## src/rtl/wdt_guard_pkg.sv

```systemverilog
package wdt_guard_pkg;

  typedef enum logic [1:0] {
    PER_EIGHTH = 2'b00,
    PER_HALF   = 2'b01,
    PER_ONE    = 2'b10,
    PER_TEN    = 2'b11
  } wdPeriod_t;

  // strobes from control to datapath
  typedef struct packed {
    logic clearHit;  // restart request, lock-independent
    logic restart;   // accepted period change while running
  } wdStrobe_t;

  localparam int GUARD_BIT  = 15;
  localparam int FLAG_BIT   = 14;
  localparam int CLEAR_BIT  = 15;
  localparam int CHARGE_BIT = 14;
  localparam int BACKUP_BIT = 3;
  localparam int ENABLE_BIT = 2;
  localparam int TICK_HZ    = 8;
  localparam int MAX_TICKS  = 80;

  function automatic int periodTicks(wdPeriod_t p);
    case (p)
      PER_EIGHTH: return 1;
      PER_HALF:   return 4;
      PER_ONE:    return 8;
      default:    return MAX_TICKS;
    endcase
  endfunction

endpackage

```

## src/rtl/wdt_guard_ctrl.sv

```systemverilog
module wdt_guard_ctrl
  import wdt_guard_pkg::*;
#(
  parameter int ADDR_W = 8,
  parameter int DATA_W = 16,
  parameter logic [ADDR_W-1:0] GUARD_ADDR  = 8'h88,
  parameter logic [ADDR_W-1:0] CFG_ADDR    = 8'h90,
  parameter logic [ADDR_W-1:0] STATUS_ADDR = 8'h92
) (
  input  logic              clk,
  input  logic              rstN,
  input  logic [ADDR_W-1:0] addr,
  input  logic              wrEn,
  input  logic [DATA_W-1:0] wrData,
  input  logic              timedOut,
  output wdStrobe_t         strobe,
  output logic              writeOk,
  output logic              wdEnable,
  output logic              backupEn,
  output logic              chargeEn,
  output wdPeriod_t         periodSel,
  output logic [DATA_W-1:0] rdData
);

  logic guardHit;
  logic cfgHit;
  logic cfgAccept;
  wdPeriod_t newPeriod;
  logic [DATA_W-1:0] rdNext;
  logic unusedBits;

  assign guardHit  = wrEn && (addr == GUARD_ADDR);
  assign cfgHit    = wrEn && (addr == CFG_ADDR);
  assign cfgAccept = cfgHit && writeOk;
  assign newPeriod = wdPeriod_t'(wrData[1:0]);
  assign unusedBits = ^wrData[CHARGE_BIT-1:BACKUP_BIT+1];

  always_comb begin
    strobe          = '0;
    strobe.clearHit = cfgHit && wrData[CLEAR_BIT];
    strobe.restart  = cfgAccept && wdEnable && (newPeriod != periodSel);
  end

  always_ff @(posedge clk) begin
    if (!rstN) begin
      writeOk   <= 1'b0;
      wdEnable  <= 1'b0;
      backupEn  <= 1'b0;
      chargeEn  <= 1'b0;
      periodSel <= PER_EIGHTH;
    end else begin
      if (guardHit) writeOk <= wrData[GUARD_BIT];
      if (cfgAccept) begin
        chargeEn  <= wrData[CHARGE_BIT];
        backupEn  <= wrData[BACKUP_BIT];
        wdEnable  <= wrData[ENABLE_BIT];
        periodSel <= newPeriod;
      end
    end
  end

  always_comb begin
    rdNext = '0;
    if (addr == GUARD_ADDR) begin
      rdNext[GUARD_BIT] = writeOk;
      rdNext[FLAG_BIT]  = timedOut;
    end else if (addr == STATUS_ADDR) begin
      rdNext[BACKUP_BIT] = backupEn;
      rdNext[ENABLE_BIT] = wdEnable;
      rdNext[1:0]        = periodSel;
    end
  end

  always_ff @(posedge clk) begin
    if (!rstN) rdData <= '0;
    else       rdData <= rdNext;
  end

endmodule

```

## src/rtl/wdt_guard_dp.sv

```systemverilog
module wdt_guard_dp
  import wdt_guard_pkg::*;
#(
  parameter int CLK_HZ = 50_000_000
) (
  input  logic      clk,
  input  logic      rstN,
  input  wdStrobe_t strobe,
  input  logic      wdEnable,
  input  wdPeriod_t periodSel,
  output logic      timedOut
);

  localparam int DIV   = (CLK_HZ / TICK_HZ > 1) ? CLK_HZ / TICK_HZ : 1;
  localparam int CNT_W = $clog2(MAX_TICKS + 1);

  logic tick;
  logic holdZero;
  logic fire;
  logic [CNT_W-1:0] elapsed;
  logic [CNT_W-1:0] limitM1;

  assign holdZero = !wdEnable || timedOut || strobe.clearHit || strobe.restart;
  assign limitM1  = CNT_W'(periodTicks(periodSel) - 1);
  assign fire     = !holdZero && tick && (elapsed == limitM1);

  generate
    if (DIV > 1) begin : g_prescale
      localparam int PRE_W = $clog2(DIV);
      logic [PRE_W-1:0] pre;
      assign tick = (pre == PRE_W'(DIV - 1));
      always_ff @(posedge clk) begin
        if (!rstN || holdZero || tick) pre <= '0;
        else                           pre <= pre + 1'b1;
      end
    end else begin : g_direct
      assign tick = 1'b1;
    end
  endgenerate

  always_ff @(posedge clk) begin
    if (!rstN) begin
      elapsed  <= '0;
      timedOut <= 1'b0;
    end else begin
      if (strobe.clearHit) timedOut <= 1'b0;
      else if (fire)       timedOut <= 1'b1;
      if (holdZero)        elapsed <= '0;
      else if (tick)       elapsed <= elapsed + 1'b1;
    end
  end

endmodule

```

## src/rtl/wdt_guard.sv

```systemverilog
module wdt_guard
  import wdt_guard_pkg::*;
#(
  parameter int CLK_HZ = 50_000_000,
  parameter int ADDR_W = 8,
  parameter logic [ADDR_W-1:0] GUARD_ADDR  = 8'h88,
  parameter logic [ADDR_W-1:0] CFG_ADDR    = 8'h90,
  parameter logic [ADDR_W-1:0] STATUS_ADDR = 8'h92
) (
  input  logic              clk,
  input  logic              rstN,
  input  logic [ADDR_W-1:0] busAddr,
  input  logic              busWrEn,
  input  logic [15:0]       busWrData,
  output logic [15:0]       busRdData,
  output logic              wdTimeout,
  output logic              wdEnable,
  output logic              backupEn,
  output logic              chargeEn
);

  wdStrobe_t strobe;
  wdPeriod_t periodSel;
  logic      writeOk;

  wdt_guard_ctrl #(
    .ADDR_W(ADDR_W), .DATA_W(16),
    .GUARD_ADDR(GUARD_ADDR), .CFG_ADDR(CFG_ADDR), .STATUS_ADDR(STATUS_ADDR)
  ) u_ctrl (
    .clk(clk), .rstN(rstN), .addr(busAddr), .wrEn(busWrEn), .wrData(busWrData),
    .timedOut(wdTimeout), .strobe(strobe), .writeOk(writeOk),
    .wdEnable(wdEnable), .backupEn(backupEn), .chargeEn(chargeEn),
    .periodSel(periodSel), .rdData(busRdData)
  );

  wdt_guard_dp #(.CLK_HZ(CLK_HZ)) u_dp (
    .clk(clk), .rstN(rstN), .strobe(strobe), .wdEnable(wdEnable),
    .periodSel(periodSel), .timedOut(wdTimeout)
  );

endmodule

```

## config.mk

```make
export PLATFORM = sky130hd
export DESIGN_NAME = wdt_guard
export DESIGN_NICKNAME = d
export VERILOG_FILES = /design/src/rtl/wdt_guard_pkg.sv /design/src/rtl/wdt_guard_ctrl.sv /design/src/rtl/wdt_guard_dp.sv /design/src/rtl/wdt_guard.sv
export SDC_FILE = /design/constraint.sdc
export NUM_CORES = 1
export LEC_CHECK = 0
export BUFFER_PORTS_ARGS = -buffer_cell sky130_fd_sc_hd__buf_4
export CAP_MARGIN = 10
export CORE_UTILIZATION = 53
export CTS_BUF_LIST = sky130_fd_sc_hd__clkbuf_8
export DETAILED_ROUTE_END_ITERATION = 12
export GPL_TIMING_DRIVEN = 1
export HOLD_SLACK_MARGIN = 0.06
export PLACE_DENSITY = 0.88
export SYNTH_ARGS = -nofsm -noshare
export SYNTH_HDL_FRONTEND = slang
export SYNTH_SLANG_ARGS = --single-unit
```

## constraint.sdc

```tcl
create_clock -name clk -period 3 [get_ports clk]
set_input_delay 0.15 -clock clk [delete_from_list [all_inputs] [get_ports clk]]
set_output_delay 0.15 -clock clk [all_outputs]
set_load 0.01 [all_outputs]
```

# Word-level counts from Yosys, hierarchy flattened
# Cells that the tools add are included.
[word_totals] mem_bits_rw=0 rom_bits=0 out_inout_bits=20 latch_bits=0 reg_bits=53 wordCells=46 memories=0
[classes] n_bitwise=2 n_div=0 n_reduce_logical=21 multipliers=0 mux=1 n_addsub=3 shift=0 magnitude_cmp=0 n_eq_ne=8
[ops] op="$eq A8 B8 Y1 const B" n=3
[ops] op="$add A23 B1 Y23 const B" n=1
[ops] op="$eq A23 B23 Y1 const B" n=1
[ops] op="$pmux W7 S3" n=1
[ops] op="$logic_and A1 B1 Y1" n=8
[ops] op="$add A7 B1 Y7 const B" n=1
[ops] op="$eq A7 B7 Y1" n=1
[ops] op="$sub A7 B1 Y7 const B" n=1
[ops] op="$logic_or A1 B1 Y1" n=5
[ops] op="$reduce_or A2 Y1" n=2
[ops] op="$logic_not A1 Y1" n=3
[ops] op="$reduce_or A3 Y1" n=1
[ops] op="$eq A2 B1 Y1 const B" n=1
[ops] op="$eq A2 B2 Y1 const B" n=1
[ops] op="$logic_not A2 Y1" n=1
[ops] op="$ne A2 B2 Y1" n=1
[ops] op="$not A1 Y1" n=2
[ops] op="$reduce_and A2 Y1" n=1

# Logic depth before layout (Yosys ltp)
[logic_depth] ltp_word=9 depth_mapped=9 depth_no_buf=6

# Hierarchy
# A second synthesis with hierarchy kept.
[hier_totals] hier_cells=233 hier_area_um2=2063.2
[by_module_without_submodules] mod="wdt_guard_dp" area_per_inst_um2=1462.7 cells_per_inst=167 n_inst=1
[by_module_without_submodules] mod="wdt_guard_ctrl" area_per_inst_um2=600.6 cells_per_inst=66 n_inst=1

# Worst setup path after synthesis
# No wires, ideal clock.
[synth_timing] path_type="register to register" startpoint="register u_dp.g_prescale.pre[6]" endpoint="register u_dp.g_prescale.pre[2]" period_less_slack_ns=2.138 path_buffers=3 required_ns=2.885 t_arrival_ns=2.023 stages_incl_launch_ff=9 slack_ns=0.862 setup_time_ns=0.115 cell_sequence="dfxtp_1 > or4_1 > or4_1 > buf_6 > nor2_4 > or4b_1 > buf_4 > buf_6 > nor2_1"
[synth_between] elab_chain_len=2
[synth_lines] element="start, declared" line="wdt_guard_dp.sv:30" source="logic [PRE_W-1:0] pre;"
[synth_lines] element="start signal, assigned" line="wdt_guard_dp.sv:34" source="else pre <= pre + 1'b1;"
[synth_lines] element="$eq A23 B23 Y1" line="wdt_guard_dp.sv:31" source="assign tick = (pre == PRE_W'(DIV - 1));"
[synth_lines] element="$logic_or A1 B1 Y1" line="wdt_guard_dp.sv:33" source="if (!rstN || holdZero || tick) pre <= '0;"
# Every way passes these cells.
# A chain may end at the register's enable or synchronous reset.

# Worst setup path in the final report
[layout_timing] startpoint="register u_dp.g_prescale.pre[6]" endpoint="register u_dp.g_prescale.pre[14]"
[layout_between] elab_chain_len=2
[layout_lines] element="parallel branches: the longest is 2 deep, another holds $add A23 B1 Y23"
# Several ways; the timed one is not identified.

==> results.yml <==
routing:
  dr.pass1.iters: 4
  drt_iter0_markers: 73
  vias_per_cell: 5.20
  ant_nets: 0
  drc: 0
  wl_per_cell_um: 11.4
  routed_wl_mm: 3.49
  via_count: 1590
logic_synthesis:
  ys_seq_area_share_pct: 42.3
  syn_area_per_cell_um2: 8.81
  async_reset_ff_share_pct: 0
  synth_top_area_share_pct: 42.3
  synthCells: 231
  synth_seq_cells: 43
  synth_area_um2: 2030
  ys_types: 40
  ys_warn_count: 0
  synth.area.top_cells: "dfxtp_1, xnor2_1, nor2_1"
  yosysTopAreaCell: "dfxtp_1"
  synth_edf_count: 0
  synthFlopType: "dfxtp_1"
floorplan:
  dieArea_um2: 4090
  io-pin-count: 47
  initial_utilization_pct: 55.6
  die_w_um: 64.0
  core_area_um2: 3660
  die_y_um: 64.0
  fp-row-count: 22
layout:
  mostFrequentLayoutCell: "dfxtp_1"
  antennaDiodeCount: 0
  drive_gt1_share_pct: 17.1
  fill_cells: 330
  final_cell_count_no_fill: 306
  layout.nets: 286
  final_cell_mix: "dfxtp_1, nor2_1, buf_4"
  syn_to_final_growth_pct: 12.9
placed_design:
  dp_cells: 298
  gp_congestion: 0.777
  hpwlAfterDp_mm: 2.56
  portBuffers: 26
global_route:
  grt_overflow: 0
  grt_pass1_vias: 1463
  grt_max_degree: 24
  grt_pass1_wl_mm: 6.07
  track_usage_pct: 19.3
  antenna_found_initial: 0
critical_path:
  crit_required_ps: 3180
  startpoint_type: "flop"
  crit_fanout: 23
  arrival_ps: 2590
  reg2reg_slack_ps: 590
  end_kind: "flop"
  crit_type: "flop to flop"
clocking:
  clk_path_buf_depth: 2
  cts_sinks: 43
  clk_pin_slew_worst_paths_ps: 90
  cts_htree_levels: 2
  cts-root-buf: "clkbuf_8"
  ctsHoldBuffers: 0
  cts_setup_buffers: 0
  cts_tree: "built"
  insertion_delay_ps: 300
  cts_made_buffers: 5
  cts_resized: 0
run:
  drv_cap: 0
sta:
  final_hold_viol_count: 0
  fin_crit_sh_pct: 80.3
  max_slew_margin_pct: 33.4
  worstMarginPinSlew_ps: 991
  skew_ps: 11.3
  max_freq_mhz: 415
  drv_slew: 0
  rsz0062_at_grt: "false"
  tns_ps: 0
  setup_viol: 0
  period_minus_slack_ps: 2410
pwr:
  p_int_mw: 0.749
  p_total_mw: 0.964
  power_density_nw_per_um2: 420
  p_sw_mw: 0.215
  power.leakage_nw: 0.819
  vdd_drop_max_mv: 0.379
  comb_power_share_pct: 3.2
  swShare_pct: 22.3
  seq_power_share_pct: 59.1
  pwr-share-clk_pct: 37.6
hold_path:
  hold_class: "input pin to flop"
run_status:
  status: "finished clean"
[cell type report]
| class | instances | area [µm²] | area share, % |
|---|---|---|---|
| Clock buffer | 5 | 68.8 | 3.00 |
| Clock inverter | 3 | 20.0 | 0.872 |
| Inverter | 6 | 22.5 | 0.981 |
| Multi-Input combinational cell | 173 | 1050 | 45.9 |
| Sequential cell | 43 | 861 | 37.5 |
| Tap cell | 48 | 60.1 | 2.62 |
| Timing Repair Buffer | 28 | 210 | 9.16 |
[cells in the mapped netlist, types with 2 or more instances]
library cell / n
dfxtp_1: 43
nor2_1: 33
nand2_1: 20
nand3_1: 16
xnor2_1: 16
xor2_1: 13
buf_4: 11
nand4_1: 7
nor3_1: 7
a21boi_0: 6
inv_1: 6
and2_1: 5
and4_1: 4
clkbuf_1: 4
a21oi_1: 3
and3_1: 3
buf_6: 3
or4_1: 3
ha_1: 2
nand2b_1: 2
nor2b_1: 2
nor4_1: 2
o21ai_0: 2
or3b_2: 2
[per-stage QoR]
| stage | util (%) | setup WS, ps | cell area, µm² | hold WS (ps) |
|---|---|---|---|---|
| after floorplan | - | 862 | 2070 | 306 |
| after global placement | 60.3 | 631 | 2210 | 430 |
| after detailed placement | 60.3 | 614 | 2210 | 440 |
| after CTS | 62.7 | 582 | 2300 | 110 |
| after global routing | 62.7 | 489 | 2300 | 116 |
| final | 62.7 | 591 | 2300 | 118 |
[sequential cells by signal (all words and copies together), names as in the netlist]
name / cells
u_ctrl.backupEn: 1
u_ctrl.chargeEn: 1
u_ctrl.periodSel: 2
u_ctrl.rdData: 6
u_ctrl.wdEnable: 1
u_ctrl.writeOk: 1
u_dp.elapsed: 7
u_dp.g_prescale.pre: 23
u_dp.timedOut: 1
[power groups by stage]
| stage | clock (mW) | combinational [mW] | sequential [mW] |
|---|---|---|---|
| finish | 0.363 | 0.0312 | 0.570 |
| global route | 0.399 | 0.0346 | 0.570 |
| CTS | 0.377 | 0.0311 | 0.570 |
| detailed placement | 0 | 0.0311 | 0.584 |
| global placement | 0 | 0.0308 | 0.584 |
| floorplan | 0 | 0.0223 | 0.584 |
[worst max-delay path, stage by stage, from the launching register on]
cell,delay [ps]
dfxtp_1,360
or4_1,520
or4_1,710
nor2_4,210
or4b_1,150
buf_4,250
nor2_1,80
[final timing paths]
kind                                              from                      end  depth (start not counted)
worst max-delay path            u_dp.g_prescale.pre[6]  u_dp.g_prescale.pre[14]                          6
worst min-delay path                     busWrData[15]            u_dp.timedOut                          4
worst max register to register  u_dp.g_prescale.pre[6]  u_dp.g_prescale.pre[14]                          6
worst min register to register  u_dp.g_prescale.pre[0]   u_dp.g_prescale.pre[0]                          1
[logic make-up (layout without fill, tap and decap cells)]
group	Yosys count	after routing	share of synthesized area [%]
mux	1	1	0.492
xor+xnor	29	29	12.5
other cells	1	10	0.184
buf+inv	24	42	7.56
simple gates	116	116	30.9
flops	43	43	42.3
compound gates	15	15	4.86
fa+ha+maj	2	2	1.23
[routing by layer]
metal  wire (µm)  track usage [%]  vias to the layer above
met5           0                0                        -
met2        1730             33.1                       26
met3         152             7.14                        4
met4          53             7.95                        0
met1        1560             21.3                      742
li1            -                -                      818
(Power assumes the default switching activity.)
